===== config.mk =====
export PLATFORM = sky130hd
export DESIGN_NAME = ocUnit
export DESIGN_NICKNAME = d
export VERILOG_FILES = /design/src/rtl/ocPkg.sv /design/src/rtl/ocDatapath.sv /design/src/rtl/ocCtrl.sv /design/src/rtl/ocUnit.sv
export SDC_FILE = /design/constraint.sdc
export NUM_CORES = 1
export LEC_CHECK = 0
export BUFFER_PORTS_ARGS = -buffer_cell sky130_fd_sc_hd__buf_2
export CORE_MARGIN = 1.5
export CORE_UTILIZATION = 55
export CTS_CLUSTER_SIZE = 14
export DETAILED_ROUTE_END_ITERATION = 16
export MAX_ROUTING_LAYER = met4
export PLACE_DENSITY = 0.84
export SLEW_MARGIN = 20
export SYNTH_ARGS = -nofsm -noshare
export SYNTH_HDL_FRONTEND = slang
export SYNTH_SLANG_ARGS = --single-unit

===== constraint.sdc =====
create_clock -name clk -period 3.02 [get_ports clk]
set_input_delay 0.302 -clock clk [delete_from_list [all_inputs] [get_ports clk]]
set_output_delay 0.302 -clock clk [all_outputs]
set_load 0.005 [all_outputs]

===== src/rtl/ocPkg.sv =====
package ocPkg;
  localparam int NUM_CH   = 4;
  localparam int CNT_W    = 16;
  localparam int ADDR_W   = 3;
  localparam int ACT_W    = 2;
  localparam int FLAG_TOP = 6;
  localparam int CTRL_W   = NUM_CH * ACT_W;

  localparam logic [ADDR_W-1:0] ADDR_CTRL  = 3'd4;
  localparam logic [ADDR_W-1:0] ADDR_FLAG  = 3'd5;
  localparam logic [ADDR_W-1:0] ADDR_EN    = 3'd6;
  localparam logic [ADDR_W-1:0] ADDR_FORCE = 3'd7;

  typedef enum logic [ACT_W-1:0] {
    ACT_NONE   = 2'b00,
    ACT_TOGGLE = 2'b01,
    ACT_LOW    = 2'b10,
    ACT_HIGH   = 2'b11
  } pinAct_t;

  typedef struct packed {
    logic [NUM_CH-1:0] cmpWr;
    logic [NUM_CH-1:0] forceStb;
    logic [CNT_W-1:0]  data;
  } ocStrobes_t;
endpackage


===== src/rtl/ocDatapath.sv =====
module ocDatapath
  import ocPkg::*;
(
  input  logic                           clk,
  input  logic                           rstN,
  input  logic [CNT_W-1:0]               count,
  input  logic                           countTick,
  input  ocStrobes_t                     strobes,
  input  logic [NUM_CH-1:0][ACT_W-1:0]   actions,
  output logic [NUM_CH-1:0][CNT_W-1:0]   cmpRegs,
  output logic [NUM_CH-1:0]              hit,
  output logic [NUM_CH-1:0]              pins
);
  logic [NUM_CH-1:0] fire;

  for (genvar i = 0; i < NUM_CH; i++) begin : gCh
    pinAct_t act;
    logic    pinNext;

    assign act     = pinAct_t'(actions[i]);
    assign hit[i]  = countTick && (count == cmpRegs[i]);
    assign fire[i] = hit[i] || strobes.forceStb[i];

    always_comb begin
      pinNext = pins[i];
      if (fire[i]) begin
        case (act)
          ACT_TOGGLE: pinNext = ~pins[i];
          ACT_LOW:    pinNext = 1'b0;
          ACT_HIGH:   pinNext = 1'b1;
          default:    pinNext = pins[i];
        endcase
      end
    end

    always_ff @(posedge clk) begin
      if (!rstN) begin
        cmpRegs[i] <= '1;
        pins[i]    <= 1'b0;
      end else begin
        if (strobes.cmpWr[i]) cmpRegs[i] <= strobes.data;
        pins[i] <= pinNext;
      end
    end


    toggle_act_chk: assert property (@(posedge clk) disable iff (!rstN)
      (fire[i] && actions[i] == 2'b01) |=> (pins[i] != $past(pins[i])));

    drive_act_chk: assert property (@(posedge clk) disable iff (!rstN)
      (fire[i] && actions[i][1]) |=> (pins[i] == $past(actions[i][0])));

    pin_hold_chk: assert property (@(posedge clk) disable iff (!rstN)
      (!fire[i] || actions[i] == 2'b00) |=> $stable(pins[i]));
  end
endmodule


===== src/rtl/ocCtrl.sv =====
module ocCtrl
  import ocPkg::*;
(
  input  logic                           clk,
  input  logic                           rstN,
  input  logic                           busWr,
  input  logic [ADDR_W-1:0]              busAddr,
  input  logic [CNT_W-1:0]               busWdata,
  output logic [CNT_W-1:0]               busRdata,
  input  logic [NUM_CH-1:0][CNT_W-1:0]   cmpRegs,
  input  logic [NUM_CH-1:0]              hit,
  output ocStrobes_t                     strobes,
  output logic [NUM_CH-1:0][ACT_W-1:0]   actions,
  output logic [NUM_CH-1:0]              flags,
  output logic [NUM_CH-1:0]              enables
);
  logic [CTRL_W-1:0] ctrlReg;
  logic              wrCtrl, wrFlag, wrEn, wrForce;
  logic [NUM_CH-1:0] clrMask, forceMask, flagField, enField;

  assign wrCtrl  = busWr && (busAddr == ADDR_CTRL);
  assign wrFlag  = busWr && (busAddr == ADDR_FLAG);
  assign wrEn    = busWr && (busAddr == ADDR_EN);
  assign wrForce = busWr && (busAddr == ADDR_FORCE);

  for (genvar i = 0; i < NUM_CH; i++) begin : gMap
    assign clrMask[i]   = wrFlag  && busWdata[FLAG_TOP-i];
    assign forceMask[i] = wrForce && busWdata[FLAG_TOP-i];
    assign strobes.cmpWr[i] = busWr && (busAddr == ADDR_W'(i));
    assign actions[i] = ctrlReg[CTRL_W-1-ACT_W*i -: ACT_W];

    always_ff @(posedge clk) begin
      if (!rstN) flags[i] <= 1'b0;
      else       flags[i] <= hit[i] || (flags[i] && !clrMask[i]);
    end


    flag_set_chk: assert property (@(posedge clk) disable iff (!rstN)
      hit[i] |=> flags[i]);

    flag_hold_chk: assert property (@(posedge clk) disable iff (!rstN)
      (flags[i] && !clrMask[i]) |=> flags[i]);

    flag_no_rise_chk: assert property (@(posedge clk) disable iff (!rstN)
      !hit[i] |=> !$rose(flags[i]));
  end

  assign strobes.forceStb = forceMask;
  assign strobes.data     = busWdata;

  always_ff @(posedge clk) begin
    if (!rstN) begin
      ctrlReg <= '0;
      enables <= '0;
    end else begin
      if (wrCtrl) ctrlReg <= busWdata[CTRL_W-1:0];
      if (wrEn) begin
        for (int i = 0; i < NUM_CH; i++) enables[i] <= busWdata[FLAG_TOP-i];
      end
    end
  end

  always_comb begin
    flagField = '0;
    enField   = '0;
    for (int i = 0; i < NUM_CH; i++) begin
      flagField[NUM_CH-1-i] = flags[i];
      enField[NUM_CH-1-i]   = enables[i];
    end
  end

  localparam int LOW_BIT = FLAG_TOP - NUM_CH + 1;

  always_comb begin
    busRdata = '0;
    case (busAddr)
      ADDR_CTRL:  busRdata[CTRL_W-1:0] = ctrlReg;
      ADDR_FLAG:  busRdata[FLAG_TOP:LOW_BIT] = flagField;
      ADDR_EN:    busRdata[FLAG_TOP:LOW_BIT] = enField;
      ADDR_FORCE: busRdata = '0;
      default:    busRdata = cmpRegs[busAddr[1:0]];
    endcase
  end
endmodule


===== src/rtl/ocUnit.sv =====
module ocUnit
  import ocPkg::*;
(
  input  logic              clk,
  input  logic              rstN,
  input  logic [CNT_W-1:0]  count,
  input  logic              countTick,
  input  logic              busWr,
  input  logic [ADDR_W-1:0] busAddr,
  input  logic [CNT_W-1:0]  busWdata,
  output logic [CNT_W-1:0]  busRdata,
  output logic [NUM_CH-1:0] pins,
  output logic              irq
);
  ocStrobes_t                   strobes;
  logic [NUM_CH-1:0][ACT_W-1:0] actions;
  logic [NUM_CH-1:0][CNT_W-1:0] cmpRegs;
  logic [NUM_CH-1:0]            hit, flags, enables;

  ocCtrl uCtrl (
    .clk(clk), .rstN(rstN), .busWr(busWr), .busAddr(busAddr),
    .busWdata(busWdata), .busRdata(busRdata), .cmpRegs(cmpRegs),
    .hit(hit), .strobes(strobes), .actions(actions),
    .flags(flags), .enables(enables)
  );

  ocDatapath uDp (
    .clk(clk), .rstN(rstN), .count(count), .countTick(countTick),
    .strobes(strobes), .actions(actions), .cmpRegs(cmpRegs),
    .hit(hit), .pins(pins)
  );

  assign irq = |(flags & enables);


  irq_source_chk: assert property (@(posedge clk) disable iff (!rstN)
    (hit != '0 && (hit & enables) == hit && enables != '0) |=> irq);
endmodule


# Yosys cells after proc, flatten, opt, wreduce, memory -nomap -nowiden
# Index checks and enable logic that the tools add are counted.
[classes]
reduce_logical = 48
bitwise = 5
eq_ne = 23
magnitude_cmp = 1
n_mux = 10
[ops]
columns = ["op", "n"]
rows = [
  ["$eq 16x16->1", 4],
  ["$bmux 16 s2", 1],
  ["$logic_and 1x1->1", 24],
  ["$eq 2x2->1 const B", 8],
  ["$mux 16", 1],
  ["$pmux 4 s4", 1],
  ["$eq 3x3->1 const B", 4],
  ["$pmux 1 s3", 4],
  ["$reduce_bool 3->1", 4],
  ["$eq 2x1->1 const B", 4],
  ["$logic_or 1x1->1", 8],
  ["$mux 8", 1],
  ["$reduce_and 2->1", 4],
  ["$reduce_or 4->1", 2],
  ["$eq 3x2->1 const B", 2],
  ["$pmux 3 s2", 1],
  ["$and 4x4->4", 1],
  ["$logic_not 1->1", 4],
  ["$not 1->1", 4],
  ["$eq 3x1->1 const B", 1],
  ["$logic_not 3->1", 1],
  ["$lt 2x3->1 const B", 1],
  ["$reduce_or 3->1", 1],
  ["$pmux 1 s2", 1],
]
[word_totals]
word_cells = 101
out_inout_bits = 21
input_bits = 39
regBits = 84

# Depth between registers and ports, before layout
[depth]
ltp_word = 6
mapped_depth = 7
ltp_nobuf = 5

# Hierarchy
# Synthesis repeated with hierarchy kept, for this count alone.
[unflattened]
cells_unflattened = 516
area_unflattened_um2 = 4875.9
[modules_own_cells]
columns = ["module", "instances", "cells_per_inst", "seq_area_each_um2", "area_per_inst_um2"]
rows = [
  ["ocDatapath", 1, 348, 1361.3, 3348.2],
  ["ocCtrl", 1, 165, 320.3, 1508.9],
  ["ocUnit", 1, 3, 0.0, 18.8],
]

# Least setup slack after synthesis
# Ideal clock, no wire load.
[synth_timing]
kind = "input -> output"
start = "input port busAddr[0]"
end = "output port busRdata[3]"
path_buffers = 2
required_time_ps = 2718
arrival_time_ps = 1233
stages = 5
setup_slack_ps = 1485
cell_sequence = "buf_6 > buf_6 > mux4_2 > nor2_1 > a21oi_1"
[synth_between]
elab_chain_len = 3
elab_cells_between_ends = 7
cone_classes = "eq/ne (4); mux (3)"
[synth_lines]
columns = ["element", "line_no", "source"]
rows = [
  ["start, declared", "ocUnit.sv:9", "input logic [ADDR_W-1:0] busAddr,"],
  ["$bmux 16 s2", "ocCtrl.sv:81", "default: busRdata = cmpRegs[busAddr[1:0]];"],
  ["$mux 16 (implied by the code)", "ocCtrl.sv:81", ""],
  ["$pmux 4 s4 (*)", "ocCtrl.sv:76", "case (busAddr)"],
  ["end, declared", "ocUnit.sv:11", "output logic [CNT_W-1:0] busRdata,"],
]
# Mark *: on every way between the ends. The rest lies on a longest branch, timed or not. The select of a mux whose other input is x is not followed.

# Final worst setup path
[layout_timing]
start = "input port busAddr[0]"
end = "output port busRdata[6]"
# The elaborated chain is that of the path after synthesis.

==> flow_metrics.tcl <==
set metrics [dict create \
    status "finished clean" \
    gr-total-overflow 0 \
    hpwl_mm 8.65 \
    cts.hold.buffers_added 0 \
    tns_ns 0 \
    netSwitchingFraction 0.266 \
    worstPathRequired_ns 2.72 \
    crit_path_max_fanout 20 \
    syn_area_per_cell_um2 8.13 \
    hold_viol 0 \
    post-route-period-util 0.720 \
    p_int_mw 1.75 \
    syn_inst 569 \
    routed_via_density 6.00 \
    clockBufferDepth 2 \
    dpl_cell_area_um2 4850 \
    switchingPower_mw 0.633 \
    path_class "input pin to output port" \
    wl_per_cell_um 17.8 \
    cp.arrival_ns 1.87 \
    period_needed_ns 2.17 \
    pwr_density_cell_nw_per_um2 470 \
    worst_slew_margin_rel 0.433 \
    clk_latency_ns 0.36 \
    wl_mm 12.6 \
    fp.dieH_um 94.7 \
    die_area_um2 8970 \
    gp_congestion 0.935 \
    power.share.clock 0.369 \
    seq_power_share 0.493 \
    whs_ns 0.192 \
    fill_cells 703 \
    max_cap_violations 0 \
    ys_ff_latch 84 \
    finalSetupViolCount 0 \
    grt_pass1_wl_mm 20.1 \
    pre_cts_slack_ns 0.796 \
    clock_skew_ns 0.0123 \
    multiInputGateArea_um2 2670 \
    first_iter_violations 408 \
    yosysUniqueCellTypes 33 \
    cts_setup_buffers 0 \
    die_x_um 94.7 \
    start_kind "input pin" \
    end_kind "output port" \
    synthArstFlopShare 0 \
    combPwrFrac 0.138 \
    ir_worst_vdd_uv 245 \
    p_leak_nw 2.16 \
    setup_ws_ns 0.846 \
    ff_latch_area_um2 1680 \
    vias 4241 \
    grt_pass1_vias 3943 \
    drive_above_1_share 0.168 \
    final_nets 636 \
    antenna_found_initial 0 \
    core_um2 8180 \
    yosys_warnings 0 \
    rows 33 \
    fmax_ghz 0.460 \
    rsz0062_at_grt "false" \
    drt.antenna.violating_nets 0 \
    io_buffers 59 \
    start_util 0.566 \
    dr.pass1.iters 5 \
    grt_usage 0.304 \
    drc 0 \
    synthFlopType "dfxtp_1" \
    cts_made_buffers 9 \
    synth_edf_count 0 \
    synth_area_um2 4630 \
    root_buffer "clkbuf_8" \
    grt_max_degree 89 \
    seq_area_frac_synth 0.364 \
    tightest_slew_ns 0.851 \
    n_antenna_cell 0 \
    syn_to_final_growth_pct 9.55 \
    ios 60 \
    post-route-cell-area_um2 5070 \
    synth_nets 608 \
    clock_sinks 84 \
    hold_path.class "input pin to flip-flop" \
    ctsResizeCount 0 \
    cts_tree "done" \
    clk_pin_slew_ns 0.09 \
    maxSlewViolCount 0 \
    h-tree-depth 3 \
]
-- stage by stage --
step	power [mW]	std cells	util
floorplan	1.42	569	-
global placement	1.51	691	0.594
detailed placement	1.52	691	0.594
CTS	2.38	707	0.620
global route	2.47	707	0.620
finish	2.38	707	0.620
-- cells by family (layout without fill, tap and decap cells) --
kind of cell    count (synthesis)  count (layout)  share of synthesized area
compound gates                 34              34                     0.0476
xor+xnor                       68              68                      0.129
buf+inv                        56              89                     0.0595
flops                          84              84                      0.364
mux                            32              32                      0.113
simple gates                  295             295                      0.288
-- flip-flops by register name (all words and copies together) (netlist names) --
name,flops
uCtrl.ctrlReg,8
uCtrl.enables,4
uCtrl.flags,4
uDp.cmpRegs,64
uDp.pins,4
-- layer usage --
layer  routed length [um]  track usage  part of all wire  vias to the layer above
met1                 5030        0.376              0.40                     2047
li1                     -            -                 -                     1946
met5                    0            -                 0                        -
met3                  996       0.0427             0.079                       26
met2                 6270        0.500              0.50                      222
met4                  323        0.122             0.026                        0
-- layout make-up --
type,count,share of cell area
clock buffers,10,0.0252
multi-input cells,429,0.527
flip-flops and latches,84,0.332
repair buffers,65,0.0672
well taps,105,0.0259
inverters,8,0.00593
clock inverters,6,0.0173
-- worst paths after layout --
kind,depth (start not counted),from,to,slack [ns]
worst min register to register,2,uCtrl.flags[2],uCtrl.flags[2],0.48
worst min-delay path,3,busWdata[14],uDp.cmpRegs[62],0.19
worst max-delay path,6,busAddr[0],busRdata[6],0.85
worst max register to register,5,uDp.cmpRegs[40],uDp.pins[2],1.55
-- layout by cell type (no fill, tap or decap), types with 6 or more instances in the layout --
master / instances
a21boi_1: 9
a21oi_1: 8
a31oi_1: 8
buf_2: 59
buf_4: 6
clkbuf_8: 9
dfxtp_1: 84
inv_1: 8
mux2i_1: 16
mux4_2: 16
nand2_1: 168
nand3_1: 71
nand4_1: 12
nor2_1: 8
nor2b_1: 12
xnor2_1: 52
xor2_1: 16
-- power by group through the flow --
stage | registers, mW | logic [mW] | clock network (mW)
2_1_floorplan | 1.19 | 0.229 | 0
3_3_place_gp | 1.20 | 0.316 | 0
3_5_place_dp | 1.20 | 0.322 | 0
4_1_cts | 1.17 | 0.325 | 0.884
5_1_grt | 1.18 | 0.358 | 0.929
6_report | 1.18 | 0.329 | 0.879
-- critical path, cell delays in order --
cell     delay (ns)
buf_2          0.47
buf_4          0.26
mux4_2         0.50
nor2_1         0.11
a21oi_1        0.06
buf_2          0.16
-- Yosys cell counts (all sizes together) (8+ instances only) --
master / n / area (um2)
nand2: 168 / 631
dfxtp: 84 / 1680
nand3: 71 / 355
xnor2: 52 / 455
clkbuf: 29 / 113
buf: 19 / 133
mux2i: 16 / 160
mux4: 16 / 360
xor2: 16 / 140
nor2b: 14 / 103
a21boi: 12 / 90.1
nand4: 12 / 75.1
nor2: 9 / 36.3
a21oi: 8 / 40.0
a31oi: 8 / 50.1
inv: 8 / 30.0
Power figures use the tool's default switching activity.
